**src/rtl/rst_delay_gen.sv**
```systemverilog
module rst_delay_gen #(
  parameter int CPT     = 125000,
  parameter int FAST_T  = 16,
  parameter int SLOW_T  = 32,
  parameter int REACT_T = 25
) (
  input  logic       clk,
  input  logic       rst,
  input  logic       uv_flag,
  input  logic       vin_low,
  input  logic       wdg_fault,
  input  logic [1:0] mode,
  output logic       rst_n_out,
  output logic       rst_released
);

  localparam int MAXT = (SLOW_T > FAST_T) ? SLOW_T : FAST_T;
  localparam int PW   = (CPT > 1) ? $clog2(CPT) : 1;
  localparam int DW   = $clog2(MAXT + 1);
  localparam int UW   = $clog2(REACT_T + 1);
  localparam logic [PW-1:0] PRE_LAST = PW'(CPT - 1);
  localparam logic [UW-1:0] UV_LAST  = UW'(REACT_T);

  typedef enum logic [1:0] {S_HOLD, S_DELAY, S_RUN} state_t;

  state_t         state;
  logic [PW-1:0]  pre_cnt;
  logic [UW-1:0]  uv_cnt;
  logic [DW-1:0]  dly_cnt, dly_len;
  logic           tick, uv_hit, fault_now;
  logic [DW-1:0]  sel_len;

  assign tick      = (pre_cnt == PRE_LAST);
  assign uv_hit    = (uv_cnt == UV_LAST);
  assign fault_now = uv_hit | vin_low | wdg_fault;
  assign sel_len   = (mode == 2'b00) ? DW'(FAST_T) : DW'(SLOW_T);

  always_ff @(posedge clk) begin
    if (rst || tick) pre_cnt <= '0;
    else             pre_cnt <= pre_cnt + 1'b1;
  end

  always_ff @(posedge clk) begin
    if (rst || !uv_flag)     uv_cnt <= '0;
    else if (tick && !uv_hit) uv_cnt <= uv_cnt + 1'b1;
  end

  always_ff @(posedge clk) begin
    if (rst) begin
      state        <= S_DELAY;
      dly_cnt      <= '0;
      dly_len      <= sel_len;
      rst_n_out    <= 1'b0;
      rst_released <= 1'b0;
    end else begin
      rst_released <= 1'b0;
      if (fault_now) begin
        state     <= S_HOLD;
        dly_cnt   <= '0;
        rst_n_out <= 1'b0;
      end else begin
        case (state)
          S_HOLD: begin
            state   <= S_DELAY;
            dly_cnt <= '0;
            dly_len <= sel_len;
          end
          S_DELAY: begin
            if (tick) begin
              if (dly_cnt == dly_len - DW'(1)) begin
                state        <= S_RUN;
                rst_n_out    <= 1'b1;
                rst_released <= 1'b1;
              end else begin
                dly_cnt <= dly_cnt + 1'b1;
              end
            end
          end
          default: state <= S_RUN;
        endcase
      end
    end
  end

endmodule


```
**config.mk**
```make
export PLATFORM = sky130hd
export DESIGN_NAME = rst_delay_gen
export DESIGN_NICKNAME = d
export VERILOG_FILES = /design/src/rtl/rst_delay_gen.sv
export SDC_FILE = /design/constraint.sdc
export NUM_CORES = 1
export LEC_CHECK = 0
export ABC_AREA = 1
export BUFFER_PORTS_ARGS = -buffer_cell sky130_fd_sc_hd__buf_2
export CAP_MARGIN = 20
export CORE_UTILIZATION = 53
export CTS_BUF_LIST = sky130_fd_sc_hd__clkbuf_16
export DETAILED_ROUTE_END_ITERATION = 12
export GPL_TIMING_DRIVEN = 0
export PLACE_DENSITY = 0.83
export REMOVE_ABC_BUFFERS = 1
export SLEW_MARGIN = 20
export SYNTH_ARGS = -nofsm -noshare
export SYNTH_HDL_FRONTEND = slang
export SYNTH_SLANG_ARGS = --single-unit
```
**constraint.sdc**
```tcl
create_clock -name clk -period 1.5 [get_ports clk]
set_input_delay 0.15 -clock clk [delete_from_list [all_inputs] [get_ports clk]]
set_output_delay 0.15 -clock clk [all_outputs]
set_load 0.01 [all_outputs]
```
### Yosys cells after proc, flatten, opt, wreduce, memory -nomap -nowiden

Index checks and enable logic that the tools add are counted.

* add/subtract/negate cells: 4
* equality and inequality tests: 10
* mux-type cells: 12
* bitwise logic cells: 4
* reductions and logical operators: 16

Operators with widths (number)
* two-way mux 6 bit: 6
* adder 17 x 1 -> 17 bit (second input constant): 1
* equality test 17 bit (second input constant): 1
* one-hot mux 6 bit (2 select lines): 1
* inequality test 2 bit (second input constant): 4
* adder 6 x 1 -> 6 bit (second input constant): 1
* equality test 6 bit: 1
* inequality test 3 bit (second input constant): 2
* AND reduction 2 bit: 3
* AND reduction 3 bit: 2
* subtractor 6 x 1 -> 6 bit (second input constant): 1
* adder 5 x 1 -> 5 bit (second input constant): 1
* equality test 5 bit (second input constant): 1
* logical NOT 2 bit: 2
* two-way mux 2 bit: 2
* one-hot mux 2 bit (2 select lines): 1
* nonzero test 2 bit: 2
* OR reduction 4 bit: 1
* equality test 2 x 1 -> 1 bit (second input constant): 1
* logical NOT 1 bit: 2
* logical OR 1 bit: 2
* two-way mux 1 bit: 2
* NOT 1 bit: 2
* bitwise OR 1 bit: 2
* 2 further kinds: 2

* flip-flop bits (word level): 38
* bits of input ports: 7
* word-level logic and storage cells: 54

### Logic depth before layout (Yosys ltp)

Gate-level depths: netlist of the first run.

* word-level depth: 6
* depth in mapped cells: 11
* gate-level depth less buffers: 11

### Least setup slack after synthesis of the first run

Ideal clock, no wire load.

* kind: reg2reg
* from: reg uv_cnt[1]
* to: reg dly_len[4], enable pin
* library setup time: 0.336 ns
* data arrival time: 1.095 ns
* required time: 1.164 ns
* slack: 0.069 ns
* cell stages (with the launch flop): 6
* buffers on the path: 0
* path through: dfxtp_1 inv_1 ha_1 nand4_1 nand3_1 o21ai_0

* word-level cells in the longest chain between the ends: 5

Ends and longest elaborated chain
* start: declaration: RTL line 28 `logic [UW-1:0] uv_cnt;`
* start signal: assignment: RTL line 45 `else if (tick && !uv_hit) uv_cnt <= uv_cnt + 1'b1;`
* equality test 5 bit: RTL line 34 `assign uv_hit = (uv_cnt == UV_LAST);`
* bitwise OR 1 bit (2 in a row): RTL line 35 `assign fault_now = uv_hit | vin_low | wdg_fault;`
* inequality test 2 bit (no line)
* AND reduction 2 bit (no line)
* end signal: assignment: RTL line 52 `dly_len <= sel_len;`
* end signal: assignment: RTL line 66 `dly_len <= sel_len;`
* end: declaration: RTL line 29 `logic [DW-1:0] dly_cnt, dly_len;`

Every way passes these cells.
A chain may end at the register's enable or synchronous reset.

### Worst setup path after layout of the first run

* from: reg pre_cnt[0]
* to: reg dly_cnt[2]

* word-level cells in the longest chain between the ends: 3

Ends and longest elaborated chain
* start: declaration: RTL line 27 `logic [PW-1:0] pre_cnt;`
* start signal: assignment: RTL line 40 `else pre_cnt <= pre_cnt + 1'b1;`
* equality test 17 bit: RTL line 33 `assign tick = (pre_cnt == PRE_LAST);`
* inequality test 2 bit (no line)
* AND reduction 3 bit (no line)
* end signal: assignment: RTL line 75 `dly_cnt <= dly_cnt + 1'b1;`
* end: declaration: RTL line 29

Every way passes these cells.

==> flow_metrics.py, run 1 <==
metrics = {
    "worst_setup_path": {
        "arrival_ps": 1670,
        "path_buf_inv": 0,
        "cp_max_fo": 5,
        "crit_path_top_delay_cell": "dfxtp_2",
        "worstSetupPathType": "reg2reg",
        "slowest_delay_ps": 350,
        "critical_path.cell_chain": "ha_4 > nand2_2 > nor2_2 > nand2_2 > nor2_4 > nand3_4 > nand2_4 > nand2_1 > a21oi_2",
        "crit_path_frequent_cell": "nand2_2",
        "rrSetupSlack_ps": 50,
        "crit_start": "pre_cnt[0]",
        "critical_path.endpoint": "dly_cnt[2]",
        "regToRegStartpoint": "pre_cnt[0]",
        "cp.depth": 9,
        "reg2reg_to": "dly_cnt[2]",
        "crit_required_ps": 1720,
        "worstSetupEndpointType": "flop",
        "crit_family": "simple AND/OR/NAND/NOR gates",
        "critPathLaunchType": "flop",
        "r2r.worst_path.cells": 9,
    },
    "timing": {
        "finalClockSkew_ps": 4.70,
        "finalCriticalPeriod_ps": 1450,
        "hold_violations": 0,
        "min_period_over_period": 0.970,
        "finalSetupViolations": 0,
        "setup_slack_ps": 45.6,
        "worst_pin_slew_ps": 437,
        "rsz0062_at_grt": "yes",
        "maxSlewHeadroom": 0.709,
        "whs_ps": 130,
        "clock.fmax_mhz": 688,
        "timing.final.max_slew_violations": 0,
    },
    "synthesis": {
        "synthCells": 256,
        "synthFlopType": "dfxtp_1",
        "ys_async_sr_fraction": 0,
        "synth-edff-count": 2,
        "ys_ff_latch": 34,
        "synth.avg_cell_area_um2": 6.98,
        "synthTopCellsByArea": "dfxtp_1 (36%), nand2_1 (9.9%), inv_1 (8.2%), nor2_1 (8.2%), nand3_1 (6.2%)",
        "syn_area_um2": 1790,
        "yosysTopAreaCell": "dfxtp_1",
        "yosysUniqueCellTypes": 25,
        "ys_seq_area_frac": 0.392,
        "netlist.area_leader.share": 0.359,
        "yosys_warnings": 0,
    },
    "clock_tree": {
        "cts_tree": "yes",
        "clock_sinks": 34,
        "cts_max_level": 2,
        "cts_buffers": 5,
        "clk-insertion-delay-late_ps": 280,
        "cts_root_buf": "clkbuf_16",
        "clkTransAtPathRegs_ps": 50,
        "clockBufferDepth": 2,
    },
    "global_routing": {
        "grt_pass1_vias": 1462,
        "grt_pass1_wl_um": 6130,
        "antenna_found_initial": 0,
        "gr-total-overflow": 0,
        "grt_start_max_net_pins": 12,
        "globalRouteTotalUtil": 0.232,
    },
    "floorplanning": {
        "die_y_um": 60.1,
        "io_pins": 9,
        "die-area_um2": 3610,
        "initial_core_util": 0.571,
        "dieWidth_um": 60.1,
        "rows": 20,
        "core_area_um2": 3130,
    },
    "final_layout": {
        "fin_nets": 293,
        "mostFrequentLayoutCell": "nand2_1",
        "syn_to_final_growth_pct": 26.2,
        "n_antenna_cell": 0,
        "n_fill_cell": 249,
        "final_cell_mix": "nand2_1 (43), inv_1 (35), nor2_1 (35), dfxtp_1 (20), nand3_1 (16)",
        "final_util": 0.721,
        "drive_above_1_share": 0.261,
    },
    "detailed_routing": {
        "postRouteAntennaNets": 0,
        "viasPerCell": 5.17,
        "wire_per_inst_um": 12.1,
        "firstDrtPassIters": 4,
        "wl_um": 3950,
        "drc_errors": 0,
        "vias": 1690,
        "drt-initial-drc-count": 85,
    },
    "placement": {
        "hpwlAfterDp_um": 2500,
        "port_buffers": 8,
        "place_ws_ps": -152,
        "gp_congestion": 0.871,
    },
    "pwr": {
        "vdd_ir_drop_max_mv": 0.739,
        "p_total_mw": 2.02,
        "power.density_nw_per_um2": 895,
        "p_leak_nw": 0.846,
    },
    "flow_run": {
        "maxCapViolations": 0,
    },
    "outcome": {
        "run_status": "complete, no violations",
    },
    "min_path": {
        "hp-class": "in2reg",
    },
}
-- how the worst min path moves through the flow --
stage | start | slack [ps] | end | depth (start not counted)
after floorplan | rst | 310 | pre_cnt[14] | 3
after global placement | mode[0] | 400 | dly_len[5] | 3
after detailed placement | mode[0] | 420 | dly_len[5] | 3
after CTS | mode[0] | 120 | dly_len[5] | 3
after global routing | mode[0] | 130 | dly_len[5] | 3
final | mode[0] | 130 | dly_len[5] | 3
-- sequential cells by signal, indices dropped and copies added, names as in the netlist --
signal        count
uv_cnt            5
dly_len           2
pre_cnt          17
rst_released      1
rst_n_out         1
state             2
dly_cnt           6
-- tightest hold or removal path: stages --
cell    delay [ps]
buf_2           80
nor2_1          40
inv_1           40
-- cell families (layout without fill, tap and decap cells) --
kind of cell,count (synthesis),after routing,synth area share
xor gates and xnor gates,9,9,0.0441
buffers and inverters,40,67,0.0840
and+or+nand+nor,140,140,0.368
adders and majority gates,4,4,0.0280
DFF,34,34,0.392
AOI/OAI and AO/OA,29,29,0.0833
-- per-stage QoR --
step                      TNS (ps)  instances  cell area [um2]
after global placement       -1430        308             1880
after floorplan                  0        256             1790
after global routing          -249        327             2250
final                            0        327             2250
after detailed placement     -1900        308             1880
after CTS                        0        323             2110
-- per-layer routing --
layer	GRT usage	vias to the layer above	part of all wire
met1	0.287	762	0.46
li1	-	878	-
met2	0.362	34	0.47
met5	0	-	0
met4	0.113	0	0.030
met3	0.0758	16	0.037
-- cells in the mapped netlist (all sizes together) (2+ instances only) --
master,count
edfxtp,2
o21ai,11
nand3,25
and2,2
a21oi,16
xor2,6
nor3,9
dfxtp,32
ha,4
nand2,48
nand4,9
xnor2,3
nor2,44
inv,40
-- final cells by class --
cell class,count,area [um2],share of cell area
multi-input combinational,182,1050,0.467
tap,44,55.1,0.0244
clock inverter,3,16.3,0.00721
timing repair buffer,19,135,0.0599
sequential,34,721,0.320
inverter,40,150,0.0666
clock buffer,5,125,0.0555
-- power breakdown --
part	total, mW	internal (mW)	switching (mW)
registers	0.937	0.924	0.0126
logic	0.100	0.0399	0.0601
clock network	0.981	0.605	0.377
-- timing repair --
| action | CTS | global route |
|---|---|---|
| resized for setup | 7 | 40 |
| gates cloned | 0 | 0 |
| buffers inserted | 7 | 4 |
| setup endpoints to repair | 27 | 29 |
| hold buffers | 0 | 0 |
| pin swaps | 8 | 15 |
Note: power is estimated with default switching activity, not from simulation.
==> run 2, diff against run 1 <==
--- a/config.mk
+++ b/config.mk
@@ -12,7 +12,7 @@
 export CTS_BUF_LIST = sky130_fd_sc_hd__clkbuf_16
 export DETAILED_ROUTE_END_ITERATION = 12
 export GPL_TIMING_DRIVEN = 0
-export PLACE_DENSITY = 0.83
+export PLACE_DENSITY = 0.85
 export REMOVE_ABC_BUFFERS = 1
 export SLEW_MARGIN = 20
 export SYNTH_ARGS = -nofsm -noshare
==> run 2 against run 1 <==
- combinational power fell by 11%
- via count fell by 0.24%
- the run now ends with setup timing left
- critical path depth did not move
- power fell by 2.6%
- critical endpoint is now dly_cnt[1]
- core utilization fell by 3.6 points
- final area fell by 5.0%
- largest power group is now registers
==> flow_metrics.py, run 2 (same netlist as run 1, synthesis figures left out) <==
metrics = {
    "outcome": {
        "run_status": "finished with violations",
        "violations": "setup timing",
    },
    "timing": {
        "timing.final.max_slew_violations": 0,
        "setup_slack_ps": -0.341,
        "finalClockSkew_ps": 5.10,
        "hold_violations": 0,
        "rsz0062_at_grt": "yes",
        "maxSlewHeadroom": 0.802,
        "worst_pin_slew_ps": 297,
        "clock.fmax_mhz": 667,
        "finalSetupTns_ps": -0.341,
        "finalSetupViolations": 1,
        "whs_ps": 144,
        "finalCriticalPeriod_ps": 1500,
        "min_period_over_period": 1.00,
    },
    "worst_setup_path": {
        "crit_path_top_delay_cell": "dfxtp_4",
        "worstSetupPathType": "reg2reg",
        "crit_family": "simple AND/OR/NAND/NOR gates",
        "cp_max_fo": 5,
        "slowest_delay_ps": 360,
        "worstSetupEndpointType": "flop",
        "rrSetupSlack_ps": -0.3,
        "crit_required_ps": 1700,
        "path_buf_inv": 1,
        "critical_path.cell_chain": "ha_4 > nand2_2 > inv_1 > nand2_1 > nor2_1 > nand2_1 > nor2_1 > nand4_1 > a21oi_1",
        "critPathLaunchType": "flop",
        "arrival_ps": 1700,
    },
    "global_routing": {
        "grt_pass1_vias": 1457,
        "gr-total-overflow": 0,
        "grt_pass1_wl_um": 6260,
        "grt_start_max_net_pins": 11,
        "globalRouteTotalUtil": 0.238,
        "antenna_found_initial": 0,
    },
    "min_path": {
        "hp-class": "in2reg",
    },
    "floorplanning": {
        "core_area_um2": 3130,
        "initial_core_util": 0.571,
        "io_pins": 9,
        "die_y_um": 60.1,
        "die-area_um2": 3610,
        "dieWidth_um": 60.1,
        "rows": 20,
    },
    "clock_tree": {
        "clkTransAtPathRegs_ps": 50,
        "cts_max_level": 2,
        "hold_buffers": 0,
        "clock_sinks": 34,
        "cts_tree": "yes",
        "cts_buffers": 5,
        "clockBufferDepth": 2,
        "clk-insertion-delay-late_ps": 280,
        "cts_root_buf": "clkbuf_16",
    },
    "pwr": {
        "p_total_mw": 1.97,
        "p_leak_nw": 0.819,
        "p_seq_frac": 0.478,
        "netSwitchingFraction": 0.211,
        "clockPowerShare": 0.477,
        "power.density_nw_per_um2": 918,
        "switchingPower_mw": 0.415,
        "intPower_mw": 1.55,
        "vdd_ir_drop_max_mv": 0.811,
        "p_comb_frac": 0.045,
    },
    "final_layout": {
        "n_antenna_cell": 0,
        "final_cell_mix": "nand2_1 (44), inv_1 (40), nor2_1 (38), nand3_1 (21), dfxtp_1 (20)",
        "final_util": 0.685,
        "fin_cells": 321,
        "max_flop_register": "pre_cnt",
        "fin_nets": 288,
        "drive_above_1_share": 0.191,
        "n_fill_cell": 268,
        "largest_reg_flops": 17,
        "postLayoutCellArea_um2": 2140,
        "mostFrequentLayoutCell": "nand2_1",
        "reg_top3": "pre_cnt x17, dly_cnt x6, uv_cnt x5",
        "syn_to_final_growth_pct": 19.9,
    },
    "detailed_routing": {
        "wire_per_inst_um": 12.5,
        "vias": 1686,
        "wl_um": 4000,
        "firstDrtPassIters": 4,
        "drc_errors": 0,
        "postRouteAntennaNets": 0,
        "viasPerCell": 5.25,
        "drt-initial-drc-count": 89,
    },
    "placement": {
        "port_buffers": 8,
        "placed_cell_area_um2": 1880,
        "hpwlAfterDp_um": 2570,
        "place_ws_ps": -231,
        "gp_congestion": 0.869,
        "place_inst": 308,
    },
    "flow_run": {
        "maxCapViolations": 0,
    },
}
## run 2: cell types whose count changed in the layout (fill, tap and decap cells not counted), sizes merged
| cell | before | now |
|---|---|---|
| inv | 40 | 42 |
| buf | 19 | 14 |
| clkinv | 2 | 0 |
| clkinvlp | 1 | 0 |
## run 2: power groups by stage
| stage | combinational [mW] | sequential (mW) | clock (mW) |
|---|---|---|---|
| 3_5_place_dp | 0.0736 | 0.957 | 0 |
| 2_1_floorplan | 0.0517 | 0.953 | 0 |
| 4_1_cts | 0.0823 | 0.941 | 0.952 |
| 5_1_grt | 0.0967 | 0.940 | 1.00 |
| 6_report | 0.0886 | 0.940 | 0.937 |
| 3_3_place_gp | 0.0704 | 0.955 | 0 |
## run 2: worst paths after layout
check,from,end,cells past startpoint
setup / recovery,pre_cnt[0],dly_cnt[1],9
hold / removal,mode[0],dly_len[5],3
setup reg to reg,pre_cnt[0],dly_cnt[1],9
hold reg to reg,pre_cnt[0],pre_cnt[0],1
## run 2: area by class of cell
| type | count | area (um2) | area share |
|---|---|---|---|
| multi-input combinational | 182 | 996 | 0.465 |
| clock inverter | 2 | 7.51 | 0.00350 |
| tap | 44 | 55.1 | 0.0257 |
| inverter | 40 | 153 | 0.0713 |
| clock buffer | 5 | 125 | 0.0584 |
| sequential | 34 | 721 | 0.336 |
| timing repair buffer | 14 | 85.1 | 0.0397 |
## run 2: layer usage
| layer | GRT usage | wire length [um] |
|---|---|---|
| met1 | 0.299 | 1820 |
| met3 | 0.0649 | 174 |
| met2 | 0.381 | 1930 |
| met5 | 0 | 0 |
| met4 | 0.0997 | 84 |
## run 2: what timing repair did
| item | CTS | global route |
|---|---|---|
| buffers inserted | 3 | 3 |
| gates resized for setup | 8 | 25 |
| endpoints found under the setup margin | 27 | 28 |
| pin swaps | 5 | 13 |
| cloned | 0 | 0 |
## run 2: worst min-delay path, stage by stage
cell and delay (ps):
buf_2 70, nor2_1 40, inv_1 50
==> run 3, diff against run 2 <==
--- a/config.mk
+++ b/config.mk
@@ -12,7 +12,7 @@
 export CTS_BUF_LIST = sky130_fd_sc_hd__clkbuf_16
 export DETAILED_ROUTE_END_ITERATION = 12
 export GPL_TIMING_DRIVEN = 0
-export PLACE_DENSITY = 0.85
+export PLACE_DENSITY_LB_ADDON = 0.15
 export REMOVE_ABC_BUFFERS = 1
 export SLEW_MARGIN = 20
 export SYNTH_ARGS = -nofsm -noshare
==> run 3 against run 2 <==
- the run now ends clean
- clock-buffer cell count did not move
- fmax increased by 1.6%
- non-clock buffer count grew 6
- die area stayed put
- critical path depth is the same
- largest cell class unchanged
- global-route usage decreased by 2.4 points
==> flow_metrics.py, run 3 (same netlist as run 1, synthesis figures left out) <==
metrics = {
    "outcome": {
        "run_status": "complete, no violations",
    },
    "global_routing": {
        "grt_start_max_net_pins": 11,
        "antenna_found_initial": 0,
        "gr-total-overflow": 0,
        "globalRouteTotalUtil": 0.214,
        "grt_pass1_wl_um": 5660,
        "grt_pass1_vias": 1341,
    },
    "worst_setup_path": {
        "crit_path_top_delay_cell": "dfxtp_2",
        "critical_path.cell_chain": "ha_4 > nand2_2 > nor2_1 > nand2_1 > nor2_4 > nand3_4 > nand2_4 > nand2_2 > a21oi_2",
        "rrSetupSlack_ps": 20,
        "worstSetupPathType": "reg2reg",
        "crit_required_ps": 1700,
        "critPathLaunchType": "flop",
        "regToRegStartpoint": "pre_cnt[0]",
        "worstSetupEndpointType": "flop",
        "crit_family": "simple AND/OR/NAND/NOR gates",
        "r2r.worst_path.cells": 9,
        "slowest_delay_ps": 350,
        "arrival_ps": 1680,
        "path_buf_inv": 0,
        "reg2reg_to": "dly_cnt[0]",
        "crit_path_frequent_cell": "nand2_2",
        "cp_max_fo": 6,
    },
    "min_path": {
        "hp-class": "in2reg",
        "min_from": "mode[0]",
        "hold_depth": 3,
        "worstHoldEndpoint": "dly_len[5]",
    },
    "pwr": {
        "p_total_mw": 1.99,
        "p_comb_frac": 0.051,
        "switchingPower_mw": 0.425,
        "clockPowerShare": 0.478,
        "vdd_ir_drop_max_mv": 0.833,
        "p_seq_frac": 0.471,
        "intPower_mw": 1.57,
        "netSwitchingFraction": 0.213,
        "power.density_nw_per_um2": 903,
        "p_leak_nw": 0.856,
    },
    "clock_tree": {
        "cts_buffers": 5,
        "clockBufferDepth": 2,
        "clk-insertion-delay-late_ps": 270,
        "clkTransAtPathRegs_ps": 50,
        "clock_sinks": 34,
        "cts_tree": "yes",
        "cts_max_level": 2,
        "cts_root_buf": "clkbuf_16",
    },
    "flow_run": {
        "maxCapViolations": 0,
    },
    "floorplanning": {
        "initial_core_util": 0.571,
        "rows": 20,
        "die_y_um": 60.1,
        "die-area_um2": 3610,
        "dieWidth_um": 60.1,
        "io_pins": 9,
        "core_area_um2": 3130,
    },
    "detailed_routing": {
        "firstDrtPassIters": 4,
        "drt-initial-drc-count": 94,
        "viasPerCell": 4.93,
        "vias": 1617,
        "postRouteAntennaNets": 0,
        "wire_per_inst_um": 11.0,
        "drc_errors": 0,
        "wl_um": 3600,
    },
    "timing": {
        "whs_ps": 127,
        "timing.final.max_slew_violations": 0,
        "min_period_over_period": 0.985,
        "clock.fmax_mhz": 677,
        "finalClockSkew_ps": 2.82,
        "maxSlewHeadroom": 0.800,
        "worst_pin_slew_ps": 300,
        "hold_violations": 0,
        "finalSetupTns_ps": 0,
        "rsz0062_at_grt": "yes",
        "finalSetupViolations": 0,
        "finalCriticalPeriod_ps": 1480,
    },
    "placement": {
        "gp_congestion": 0.848,
        "port_buffers": 8,
        "place_inst": 308,
        "hpwlAfterDp_um": 2440,
    },
    "final_layout": {
        "fin_nets": 294,
        "final_cell_mix": "nand2_1 (42), inv_1 (40), nor2_1 (36), nand3_1 (21), dfxtp_1 (21)",
        "n_fill_cell": 256,
        "syn_to_final_growth_pct": 23.7,
        "reg_top3": "pre_cnt x17, dly_cnt x6, uv_cnt x5",
        "fin_cells": 328,
        "n_antenna_cell": 0,
        "largest_reg_flops": 17,
        "mostFrequentLayoutCell": "nand2_1",
        "drive_above_1_share": 0.222,
        "final_util": 0.706,
        "max_flop_register": "pre_cnt",
    },
}
## run 3: layer usage
layer | wire (um) | up-vias | global-route usage
li1 | - | 880 | -
met1 | 1820 | 706 | 0.286
met2 | 1620 | 26 | 0.327
met3 | 129 | 5 | 0.0584
met4 | 32 | 0 | 0.0797
met5 | 0 | - | 0
## run 3: area by class of cell
type,count,area [um2],share of cell area
Clock buffer,5,125,0.0566
Clock inverter,3,12.5,0.00566
Inverter,40,153,0.0691
Multi-Input combinational cell,182,1020,0.460
Sequential cell,34,714,0.323
Tap cell,44,55.1,0.0249
Timing Repair Buffer,20,134,0.0606
## run 3: worst min-delay path: cells and delay by family
kind	cells	cell delay, ps
buffers and inverters	2	110
AND/OR/NAND/NOR	1	40
## run 3: worst max path at each step
stage | from | endpoint | slack (ps) | depth (start not counted)
finish | pre_cnt[0] | dly_cnt[0] | 20 | 9
global route | pre_cnt[0] | dly_cnt[4] | -80 | 9
CTS | uv_cnt[1] | dly_len[4] | 3 | 5
detailed placement | uv_cnt[1] | rst_n_out | -180 | 7
global placement | uv_cnt[1] | dly_cnt[2] | -120 | 7
floorplan | uv_cnt[1] | dly_len[4] | 70 | 5
## run 3: power by group through the flow
stage	Combinational [mW]	Sequential (mW)	Clock [mW]
6_report	0.102	0.940	0.953
5_1_grt	0.114	0.941	1.01
4_1_cts	0.0905	0.938	0.964
3_5_place_dp	0.0733	0.956	0
3_3_place_gp	0.0719	0.955	0
2_1_floorplan	0.0517	0.953	0
## run 3: timing repair
action / CTS / global route
buffers inserted: 5 / 7
endpoints found under the setup margin: 26 / 27
pin swaps: 5 / 13
gates resized for setup: 6 / 29
hold buffers: 0 / 0
## run 3: per-stage QoR
step / worst slack (ps) / instance area, um2
global placement: -121 / 1880
finish: 22.6 / 2210
CTS: 3.19 / 2080
global route: -75.1 / 2210
detailed placement: -179 / 1880
floorplan: 69.3 / 1790
